[config.mk]
export PLATFORM = sky130hd
export DESIGN_NAME = tok_chan_ctrl
export DESIGN_NICKNAME = d
export VERILOG_FILES = /design/src/rtl/tok_chan_pkg.sv /design/src/rtl/wrap_ctr.sv /design/src/rtl/avail_cmp.sv /design/src/rtl/tok_addr_gen.sv /design/src/rtl/tok_chan_ctrl.sv
export SDC_FILE = /design/constraint.sdc
export NUM_CORES = 1
export LEC_CHECK = 0
export BUFFER_PORTS_ARGS = -buffer_cell sky130_fd_sc_hd__buf_4
export CORE_MARGIN = 4
export CORE_UTILIZATION = 53
export CTS_BUF_LIST = sky130_fd_sc_hd__clkbuf_16
export DETAILED_ROUTE_END_ITERATION = 10
export PLACE_DENSITY = 0.85
export RECOVER_POWER = 100
export SETUP_SLACK_MARGIN = 0.4
export SLEW_MARGIN = 15
export SYNTH_ARGS = -nofsm -noshare
export SYNTH_HDL_FRONTEND = slang
export SYNTH_SLANG_ARGS = --single-unit
export TNS_END_PERCENT = 5
[constraint.sdc]
create_clock -name clk_i -period 2.66 [get_ports clk_i]
set_clock_uncertainty 0.15 [all_clocks]
set_input_delay 0.532 -clock clk_i [delete_from_list [all_inputs] [get_ports clk_i]]
set_output_delay 0.532 -clock clk_i [all_outputs]
set_load 0.02 [all_outputs]
[src/rtl/tok_chan_pkg.sv]
package tok_chan_pkg;
  typedef enum logic {
    DIR_IN  = 1'b0,
    DIR_OUT = 1'b1
  } chan_dir_e;
endpackage

[src/rtl/wrap_ctr.sv]
module wrap_ctr #(
  parameter int CW = 8
) (
  input  logic          clk_i,
  input  logic          rst_ni,
  input  logic          clr_i,
  input  logic          inc_i,
  input  logic [CW-1:0] max_i,
  output logic [CW-1:0] idx_o,
  output logic          wrap_o,
  output logic [CW-1:0] nxt_idx_o,
  output logic          nxt_wrap_o
);
  logic [CW-1:0] idx_q;
  logic          wrap_q;

  always_comb begin
    if (idx_q == max_i - CW'(1)) begin
      nxt_idx_o  = '0;
      nxt_wrap_o = ~wrap_q;
    end else begin
      nxt_idx_o  = idx_q + CW'(1);
      nxt_wrap_o = wrap_q;
    end
  end

  always_ff @(posedge clk_i or negedge rst_ni) begin
    if (!rst_ni) begin
      idx_q  <= '0;
      wrap_q <= 1'b0;
    end else if (clr_i) begin
      idx_q  <= '0;
      wrap_q <= 1'b0;
    end else if (inc_i) begin
      idx_q  <= nxt_idx_o;
      wrap_q <= nxt_wrap_o;
    end
  end

  assign idx_o  = idx_q;
  assign wrap_o = wrap_q;

  p_idx_in_range_r5: assert property (@(posedge clk_i) disable iff (!rst_ni)
    (max_i != '0) |-> (idx_o < max_i));
  p_wrap_toggle_r5: assert property (@(posedge clk_i) disable iff (!rst_ni)
    (inc_i && !clr_i && idx_o == max_i - CW'(1)) |=> (idx_o == '0 && wrap_o != $past(wrap_o)));
endmodule

[src/rtl/avail_cmp.sv]
module avail_cmp
  import tok_chan_pkg::*;
#(
  parameter int CW = 8
) (
  input  chan_dir_e     dir_i,
  input  logic [CW-1:0] a_idx_i,
  input  logic          a_wrap_i,
  input  logic [CW-1:0] b_idx_i,
  input  logic          b_wrap_i,
  output logic          avail_o
);
  logic same_idx, same_wrap;
  assign same_idx  = (a_idx_i == b_idx_i);
  assign same_wrap = (a_wrap_i == b_wrap_i);

  // input: anything written beyond our reservation; output: ring not full
  always_comb begin
    if (dir_i == DIR_OUT) avail_o = !(same_idx && !same_wrap);
    else                  avail_o = !(same_idx && same_wrap);
  end
endmodule

[src/rtl/tok_addr_gen.sv]
module tok_addr_gen #(
  parameter int AW = 32
) (
  input  logic          clk_i,
  input  logic          rst_ni,
  input  logic          clr_i,
  input  logic          adv_i,
  input  logic          wrap_i,
  input  logic [AW-1:0] base_i,
  input  logic [AW-1:0] tsize_i,
  output logic [AW-1:0] addr_o
);
  logic [AW-1:0] off_q;

  always_ff @(posedge clk_i or negedge rst_ni) begin
    if (!rst_ni)       off_q <= '0;
    else if (clr_i)    off_q <= '0;
    else if (adv_i)    off_q <= wrap_i ? '0 : off_q + tsize_i;
  end

  assign addr_o = base_i + off_q;

  p_wrap_to_base_r5: assert property (@(posedge clk_i) disable iff (!rst_ni)
    (adv_i && wrap_i && !clr_i) |=> (addr_o == base_i));
endmodule

[src/rtl/tok_chan_ctrl.sv]
module tok_chan_ctrl
  import tok_chan_pkg::*;
#(
  parameter int AW = 32,
  parameter int CW = 8
) (
  input  logic          clk_i,
  input  logic          rst_ni,
  input  logic          cfg_we_i,
  input  logic [AW-1:0] cfg_base_i,
  input  logic [AW-1:0] cfg_tsize_i,
  input  logic [CW-1:0] cfg_max_i,
  input  logic          cfg_dir_i,
  input  logic          peer_we_i,
  input  logic [CW:0]   peer_cnt_i,
  input  logic          claim_i,
  input  logic          query_i,
  input  logic          release_i,
  output logic          tok_vld_o,
  output logic [AW-1:0] tok_addr_o,
  output logic          qry_vld_o,
  output logic          qry_avail_o,
  output logic          ntf_we_o,
  output logic [CW:0]   ntf_cnt_o,
  output logic          rel_err_o
);
  localparam int PW = CW + 1;

  logic [AW-1:0] base_q, tsize_q;
  logic [CW-1:0] max_q;
  chan_dir_e     dir_q;
  logic [PW-1:0] peer_q;

  logic [CW-1:0] rsv_idx, rsv_nidx, com_idx, com_nidx;
  logic          rsv_wrap, rsv_nwrap, com_wrap, com_nwrap;
  logic          tok_avail, held;
  logic          claim_ok, rel_ok, rel_bad;
  logic [AW-1:0] cur_addr;

  assign claim_ok = claim_i && tok_avail && !cfg_we_i;
  assign rel_ok   = release_i && held && !cfg_we_i;
  assign rel_bad  = release_i && !held && !cfg_we_i;

  always_ff @(posedge clk_i or negedge rst_ni) begin
    if (!rst_ni) begin
      base_q  <= '0;
      tsize_q <= '0;
      max_q   <= CW'(1);
      dir_q   <= DIR_IN;
    end else if (cfg_we_i) begin
      base_q  <= cfg_base_i;
      tsize_q <= cfg_tsize_i;
      max_q   <= cfg_max_i;
      dir_q   <= chan_dir_e'(cfg_dir_i);
    end
  end

  always_ff @(posedge clk_i or negedge rst_ni) begin
    if (!rst_ni)        peer_q <= '0;
    else if (cfg_we_i)  peer_q <= '0;
    else if (peer_we_i) peer_q <= peer_cnt_i;
  end

  wrap_ctr #(.CW(CW)) u_rsv (
    .clk_i, .rst_ni, .clr_i(cfg_we_i), .inc_i(claim_ok), .max_i(max_q),
    .idx_o(rsv_idx), .wrap_o(rsv_wrap), .nxt_idx_o(rsv_nidx), .nxt_wrap_o(rsv_nwrap)
  );

  wrap_ctr #(.CW(CW)) u_com (
    .clk_i, .rst_ni, .clr_i(cfg_we_i), .inc_i(rel_ok), .max_i(max_q),
    .idx_o(com_idx), .wrap_o(com_wrap), .nxt_idx_o(com_nidx), .nxt_wrap_o(com_nwrap)
  );

  avail_cmp #(.CW(CW)) u_tok_av (
    .dir_i(dir_q), .a_idx_i(rsv_idx), .a_wrap_i(rsv_wrap),
    .b_idx_i(peer_q[CW-1:0]), .b_wrap_i(peer_q[CW]), .avail_o(tok_avail)
  );

  // reserved-but-unreleased exists when committed != reservation
  avail_cmp #(.CW(CW)) u_held (
    .dir_i(DIR_IN), .a_idx_i(com_idx), .a_wrap_i(com_wrap),
    .b_idx_i(rsv_idx), .b_wrap_i(rsv_wrap), .avail_o(held)
  );

  tok_addr_gen #(.AW(AW)) u_addr (
    .clk_i, .rst_ni, .clr_i(cfg_we_i), .adv_i(claim_ok),
    .wrap_i(rsv_nwrap != rsv_wrap), .base_i(base_q), .tsize_i(tsize_q), .addr_o(cur_addr)
  );

  always_ff @(posedge clk_i or negedge rst_ni) begin
    if (!rst_ni) begin
      tok_vld_o   <= 1'b0;
      tok_addr_o  <= '0;
      qry_vld_o   <= 1'b0;
      qry_avail_o <= 1'b0;
      ntf_we_o    <= 1'b0;
      ntf_cnt_o   <= '0;
      rel_err_o   <= 1'b0;
    end else if (cfg_we_i) begin
      tok_vld_o   <= 1'b0;
      qry_vld_o   <= 1'b0;
      ntf_we_o    <= 1'b0;
      rel_err_o   <= 1'b0;
    end else begin
      tok_vld_o <= claim_ok;
      if (claim_ok) tok_addr_o <= cur_addr;
      qry_vld_o   <= query_i;
      qry_avail_o <= tok_avail;
      ntf_we_o    <= rel_ok;
      if (rel_ok) ntf_cnt_o <= {com_nwrap, com_nidx};
      if (rel_bad) rel_err_o <= 1'b1;
    end
  end

  p_tok_needs_claim_r4: assert property (@(posedge clk_i) disable iff (!rst_ni)
    tok_vld_o |-> $past(claim_i));
  p_blocked_claim_holds_r4: assert property (@(posedge clk_i) disable iff (!rst_ni)
    (claim_i && !tok_avail && !cfg_we_i) |=> ($stable(rsv_idx) && $stable(rsv_wrap) && !tok_vld_o));
  p_query_answer_r6: assert property (@(posedge clk_i) disable iff (!rst_ni)
    qry_vld_o |-> $past(query_i));
  p_notify_after_release_r7: assert property (@(posedge clk_i) disable iff (!rst_ni)
    ntf_we_o |-> $past(release_i));
  p_bad_release_no_move_r8: assert property (@(posedge clk_i) disable iff (!rst_ni)
    rel_bad |=> ($stable(com_idx) && $stable(com_wrap) && !ntf_we_o && rel_err_o));
  p_err_sticky_r8: assert property (@(posedge clk_i) disable iff (!rst_ni)
    (rel_err_o && !cfg_we_i) |=> rel_err_o);
  p_cfg_clears_r1: assert property (@(posedge clk_i) disable iff (!rst_ni)
    cfg_we_i |=> (!rel_err_o && !tok_vld_o && !ntf_we_o && !qry_vld_o));
endmodule

==> results of run 1 <==
[worst max-delay path: stages (launching register included)]
cell	delay (ns)
dfrtp_1	0.42
ha_2	0.22
fa_2	0.35
a21o_1	0.19
a21oi_2	0.16
o21bai_2	0.12
a41oi_4	0.20
o31ai_2	0.12
a31o_1	0.23
and4b_1	0.18
or3b_1	0.35
[repair_timing]
action                                 4_1_cts  5_1_grt
pin swaps                                  101       59
endpoints found under the hold margin       12        0
hold buffers                                 1        0
setup buffers                               11        5
setup endpoints to repair                   91       91
cloned                                       0        0
resized for setup                          118       43
[cells in the final DEF, fill, tap and decap left out, types with 11 or more instances in the layout]
cell | netlist | layout
ha_1 | 65 | 50
inv_1 | 26 | 25
nand4_1 | 19 | 19
mux2_2 | 71 | 70
nor2_1 | 45 | 40
xnor2_1 | 65 | 57
nand2_1 | 115 | 110
nor3_1 | 12 | 11
dfrtp_1 | 177 | 172
o21ai_0 | 93 | 61
a21oi_1 | 61 | 45
clkbuf_1 | 26 | 50
mux2i_1 | 13 | 13
a21o_1 | 36 | 36
buf_4 | 1 | 176
and3_1 | 13 | 13
ha_4 | 0 | 11
clkbuf_16 | 0 | 17
o21ai_2 | 0 | 15
o21ai_1 | 10 | 27
xor2_1 | 30 | 30
a21oi_2 | 1 | 15
nand3_1 | 21 | 18
[per-layer routing]
metal,global-route usage,up-vias,routed length [um]
li1,-,4312,-
met1,0.379,4502,13000
met2,0.421,425,13900
met3,0.0500,74,2330
met4,0.0919,0,830
met5,0,-,0
[sequential cells by signal, indices dropped and copies added, names as in the netlist, 8 cells and up]
register / cells
max_q: 8
ntf_cnt_o: 9
tok_addr_o: 32
base_q: 32
u_rsv.idx_o: 8
tsize_q: 32
u_addr.off_q: 32
u_com.idx_o: 8
peer_q: 9
[how the worst max path moves through the flow]
stage,startpoint,cells after the start,to
2_1_floorplan,u_addr.off_q[0]$_DFFE_PN0P_,10,tok_addr_o[28]$_DFFE_PN0P_
3_3_place_gp,base_q[6]$_DFFE_PN0P_,10,tok_addr_o[25]$_DFFE_PN0P_
3_5_place_dp,u_addr.off_q[0]$_DFFE_PN0P_,11,tok_addr_o[30]$_DFFE_PN0P_
4_1_cts,u_addr.off_q[0]$_DFFE_PN0P_,10,tok_addr_o[28]$_DFFE_PN0P_
5_1_grt,u_addr.off_q[0]$_DFFE_PN0P_,12,u_addr.off_q[24]$_DFFE_PN0P_
6_report,u_addr.off_q[0]$_DFFE_PN0P_,10,tok_addr_o[28]$_DFFE_PN0P_
[cell type report]
cell class	instances	share of cell area
multi-input cells	819	0.480
well taps	265	0.0243
inverters	28	0.00769
flip-flops and latches	178	0.326
clock buffers	17	0.0311
clock inverters	15	0.0103
repair buffers	239	0.120
[metrics by stage]
| stage | worst slack [ns] | area (um^2) | hold slack (ns) | util | instances |
|---|---|---|---|---|---|
| 2_1_floorplan | -0.0587 | 10800 | 0.0864 | - | 1076 |
| 3_3_place_gp | -0.0743 | 12600 | 0.215 | 0.642 | 1512 |
| 3_5_place_dp | -0.178 | 12600 | 0.216 | 0.642 | 1512 |
| 4_1_cts | -0.0703 | 13800 | 0.144 | 0.700 | 1556 |
| 5_1_grt | -0.220 | 13700 | 0.155 | 0.696 | 1561 |
| 6_report | -0.141 | 13700 | 0.151 | 0.696 | 1561 |
[cell families (layout without fill, tap and decap cells)]
group,count (synthesis),count (layout),share of synthesized area
DFF,178,178,0.416
muxes,84,84,0.0869
buffers and inverters,79,299,0.0319
adders and majority gates,67,67,0.0798
AOI/OAI and AO/OA,293,293,0.174
xor gates and xnor gates,96,96,0.0793
and+or+nand+nor,279,279,0.131
[power groups by stage]
stage	Sequential (W)	Clock (W)	Combinational, W
4_1_cts	0.00354	0.00249	0.00424
2_1_floorplan	0.00374	0	0.00220
3_5_place_dp	0.00358	0	0.00390
3_3_place_gp	0.00355	0	0.00381
6_report	0.00355	0.00247	0.00427
5_1_grt	0.00359	0.00263	0.00460
==> impl_metrics.toml, run 1 <==
[run_status]
status = "finished, violations left"
violations = "setup timing"

[routing]
ant_nets = 0
drtIter0Drc = 985
wl_per_cell_um = 19.3
viasPerCell = 5.97
wirelength_um = 30100
firstDrtPassIters = 5
drc = 0
num_vias = 9313

[clock_network]
htree_levels = 4
cts_num_sinks = 178
numCtsBuffers = 17
cts-root-buf = "clkbuf_16"
clock_latency_ns = 0.44
clockBufferDepth = 2
tritoncts = "done"
clk_pin_slew_ns = 0.07

[pwr]
powerDensity_nw_per_um2 = 753
pwr-share-comb = 0.415
power_frac_seq = 0.345
ir_worst_vdd_mv = 0.473
leakage_nw = 6.22
power_w = 0.0103
p_clk_frac = 0.240
power.switching_w = 0.00394
intPower_w = 0.00635
switching_share = 0.383

[sta]
worst_pin_slew_ns = 1.34
finalSetupViolations = 24
finalHoldViolCount = 0
fin_crit_ns = 2.80
timing.final.max_slew_violations = 0
relSlewSlack = 0.104
setup_ws_ns = -0.141
final.period_utilization = 1.05
rsz0062_at_grt = "true"
setup-tns-final_ns = -0.990
fmax_ghz = 0.357

[critical_path]
critPathMaxFanout = 3
arrival_ns = 2.98
cp-start-kind = "register"
crit_path_end_kind = "register"
crit_type = "register to register"
crit_required_ns = 2.83
reg2regPathDepth = 10
r2r-end = "tok_addr_o[28]$_DFFE_PN0P_"
reg2reg_from = "u_addr.off_q[0]$_DFFE_PN0P_"
reg2reg_slack_ns = -0.14

[floorplanning]
die_w_um = 150
die_height_um = 150
boundaryPins = 135
start_util = 0.544
rows = 51
placeableCoreArea_um2 = 19700
die-area_um2 = 22500

[yosys]
async_flop_share = 1.00
synth.most_common_cell = "dfrtp_1"
synthDominantCellAreaShare = 0.414
synth_top_area_cell = "dfrtp_1"
synth_commonest_cells = "dfrtp_1 (177), nand2_1 (115), o21ai_0 (93)"
synth-seq-cells = 178
netlist_instances = 1076
synth_cell_type_count = 78
syn_area_um2 = 10700
syn-mean-instance-area_um2 = 9.94
yosys_warnings = 0
ys_dominant_reg_cell = "dfrtp_1"
seq_area_frac_synth = 0.416
synth.area.top_cells = "dfrtp_1 (41%), ha_1 (7.6%), mux2_2 (7.5%)"
synth-edff-count = 0
mappedNetlistNets = 1232

[finish]
regArea_um2 = 4460
drive_gt1_frac = 0.319
fillCellCount = 1423
multi_input_comb_area_um2 = 6570
antenna-diode-count = 0
synthToLayoutAreaGrowth_pct = 27.8
final_nets = 1439

[global_route]
antenna_found_initial = 0
grt_usage = 0.269
grt_max_degree = 100
grt_pass1_wl_um = 48200
grt_pass1_vias = 9255
grt-ovfl-total = 0

[min_path]
hp-class = "input port to register"
holdPathStages = 3
holdPathEnd = "tsize_q[1]$_DFFE_PN0P_"
hold_path.startpoint = "cfg_tsize_i[1]"

[place]
io_buffers = 134
dp_hpwl_um = 20900
place.gp.congestion = 0.929

[job]
maxCapViolCount = 0
Note: power is estimated with default switching activity, not from simulation.
==> inputs of run 2 (changes only) <==
ABC_AREA = 1   (was not set)
CORE_UTILIZATION = 54   (was 53)
==> impl_metrics.toml, run 2 <==
[run_status]
status = "finished clean"

[routing]
wirelength_um = 34800
ant_nets = 0
wl_per_cell_um = 16.0
drtIter0Drc = 856
viasPerCell = 5.33
num_vias = 11600
drc = 0
firstDrtPassIters = 6

[critical_path]
crit_family = "simple AND/OR/NAND/NOR gates"
r2r-end = "u_com.idx_o[4]$_DFFE_PN0P_"
crit_path_end_kind = "register"
cp-start-kind = "register"
cp_common_cell = "nand2_1"
reg2regPathDepth = 9
reg2reg_slack_ns = 0.37
crit_type = "register to register"
arrival_ns = 2.45
crit_required_ns = 2.82
critPathBufInv = 2
max_stage_delay_ns = 0.51
worstPathCellList = "inv_1 -> nand2_1 -> nand4_1 -> nor3_1 -> nand2_1 -> nand3_1 -> clkinvlp_4 -> nand3b_1 -> o21ai_0"
cp_slowest_cell = "dfrtp_1"
cp.depth = 9
critPathMaxFanout = 9
reg2reg_from = "u_rsv.idx_o[4]$_DFFE_PN0P_"

[yosys]
synth_top_area_cell = "dfrtp_1"
netlist_instances = 1751
syn_area_um2 = 11800
yosys_warnings = 0
synth-edff-count = 0
synth-seq-cells = 178
synthDominantCellAreaShare = 0.374
seq_area_frac_synth = 0.376
async_flop_share = 1.00
synth_cell_type_count = 38
synth_commonest_cells = "nand2_1 (748), inv_1 (218), dfrtp_1 (177)"
mappedNetlistNets = 1907
ys_dominant_reg_cell = "dfrtp_1"
synth.most_common_cell = "nand2_1"
synth.area.top_cells = "dfrtp_1 (37%), nand2_1 (24%), inv_1 (6.9%)"
syn-mean-instance-area_um2 = 6.77

[sta]
final.period_utilization = 0.859
fmax_ghz = 0.437
timing.final.max_slew_violations = 0
setup-tns-final_ns = 0
fin_crit_ns = 2.29
worst_pin_slew_ns = 1.26
relSlewSlack = 0.159
finalHoldViolCount = 0
rsz0062_at_grt = "true"
finalSetupViolations = 0

[pwr]
switching_share = 0.402
ir_worst_vdd_mv = 0.461
power.switching_w = 0.00373
p_clk_frac = 0.266
leakage_nw = 7.50
pwr-share-comb = 0.354
powerDensity_nw_per_um2 = 663
power_frac_seq = 0.379
intPower_w = 0.00555

[finish]
antenna-diode-count = 0
fillCellCount = 1928
synthToLayoutAreaGrowth_pct = 18.2
mostFrequentLayoutCell = "nand2_1"
drive_gt1_frac = 0.119
final_util = 0.658
postLayoutCellArea_um2 = 14000
final_cell_mix = "nand2_1 (742), inv_1 (216), dfrtp_1 (166), nand3_1 (111), buf_4 (95)"
final_nets = 2046

[min_path]
hp-class = "input port to register"
holdPathEnd = "tsize_q[25]$_DFFE_PN0P_"
holdPathStages = 3
hold_path.startpoint = "cfg_tsize_i[25]"

[clock_network]
clock_latency_ns = 0.45
clk_pin_slew_ns = 0.08
tritoncts = "done"
clockBufferDepth = 2
cts-root-buf = "clkbuf_16"
htree_levels = 4
cts_num_sinks = 178
numCtsBuffers = 17

[job]
maxCapViolCount = 0

[floorplanning]
placeableCoreArea_um2 = 21300
die_height_um = 156
rows = 53
die_w_um = 156
boundaryPins = 135
start_util = 0.557
die-area_um2 = 24400

[place]
dp_hpwl_um = 27000
io_buffers = 134
place.gp.congestion = 0.973
place_area_um2 = 13200

[global_route]
antenna_found_initial = 0
grt_usage = 0.284
grt_pass1_vias = 10800
grt-ovfl-total = 0
grt_pass1_wl_um = 54700
grt_max_degree = 62
## run 2: changes by cell type after synthesis, sizes merged, moves of 32 or more
cell,change
nand2,+636
inv,+196
a21o,-35
xnor2,-32
mux2,-71
nand3,+96
nor2,+56
## run 2: tightest hold or removal path, stage by stage
cell and delay, ns:
buf_4 0.07, nand2_1 0.04, nand2_1 0.05
## run 2: cell type report
class | count | area [um^2] | area share
clock buffers | 17 | 425 | 0.0304
clock inverters | 14 | 135 | 0.00965
inverters | 224 | 850 | 0.0607
multi-input cells | 1313 | 6750 | 0.482
flip-flops and latches | 178 | 4470 | 0.319
well taps | 275 | 344 | 0.0246
repair buffers | 156 | 1040 | 0.0740
## run 2: per-layer routing
| layer | GRT usage | up-vias | share of wire |
|---|---|---|---|
| li1 | - | 5777 | - |
| met1 | 0.422 | 5432 | 0.47 |
| met2 | 0.440 | 357 | 0.45 |
| met3 | 0.0399 | 34 | 0.066 |
| met4 | 0.0707 | 0 | 0.015 |
| met5 | 0 | - | 0 |
## run 2: through the flow
stage,std cells,total power (W),setup WS (ns),hold WS (ns)
after floorplan,1751,0.00558,0.419,0.0864
after CTS,2175,0.00925,0.369,0.122
after global routing,2177,0.00986,0.193,0.126
after detailed placement,2140,0.00677,0.181,0.315
final,2177,0.00928,0.374,0.123
after global placement,2140,0.00670,0.212,0.311
## run 2: logic make-up (layout without fill, tap and decap cells)
logic type | Yosys count | count (layout) | share of synthesized area
flip-flops | 178 | 178 | 0.376
buffers and inverters | 260 | 411 | 0.0853
AND/OR/NAND/NOR | 1036 | 1036 | 0.357
AO/OA/AOI/OAI | 154 | 154 | 0.0679
XOR/XNOR | 56 | 56 | 0.0414
adder cells (fa/ha/maj) | 67 | 67 | 0.0720
## run 2: what timing repair did
action,4_1_cts,5_1_grt
buffers inserted,3,2
hold endpoints to repair,57,0
hold buffers,1,0
endpoints found under the setup margin,57,91
pin swaps,2,7
resized for setup,7,91
## run 2: worst max-delay path by stage
stage | start | endpoint | slack (ns)
6_report | u_rsv.idx_o[4]$_DFFE_PN0P_ | u_com.idx_o[4]$_DFFE_PN0P_ | 0.37
5_1_grt | u_rsv.idx_o[4]$_DFFE_PN0P_ | u_addr.off_q[9]$_DFFE_PN0P_ | 0.19
4_1_cts | u_addr.off_q[0]$_DFFE_PN0P_ | tok_addr_o[26]$_DFFE_PN0P_ | 0.37
3_5_place_dp | max_q[0]$_DFFE_PN1P_ | u_com.idx_o[6]$_DFFE_PN0P_ | 0.18
3_3_place_gp | max_q[0]$_DFFE_PN1P_ | u_rsv.idx_o[0]$_DFFE_PN0P_ | 0.21
2_1_floorplan | max_q[0]$_DFFE_PN1P_ | u_rsv.idx_o[2]$_DFFE_PN0P_ | 0.42
## run 2: power groups by stage
stage	clock network, W	registers, W	logic [W]
after detailed placement	0	0.00353	0.00325
after global placement	0	0.00351	0.00320
final	0.00247	0.00352	0.00329
after CTS	0.00250	0.00348	0.00328
after floorplan	0	0.00366	0.00192
after global routing	0.00262	0.00356	0.00367
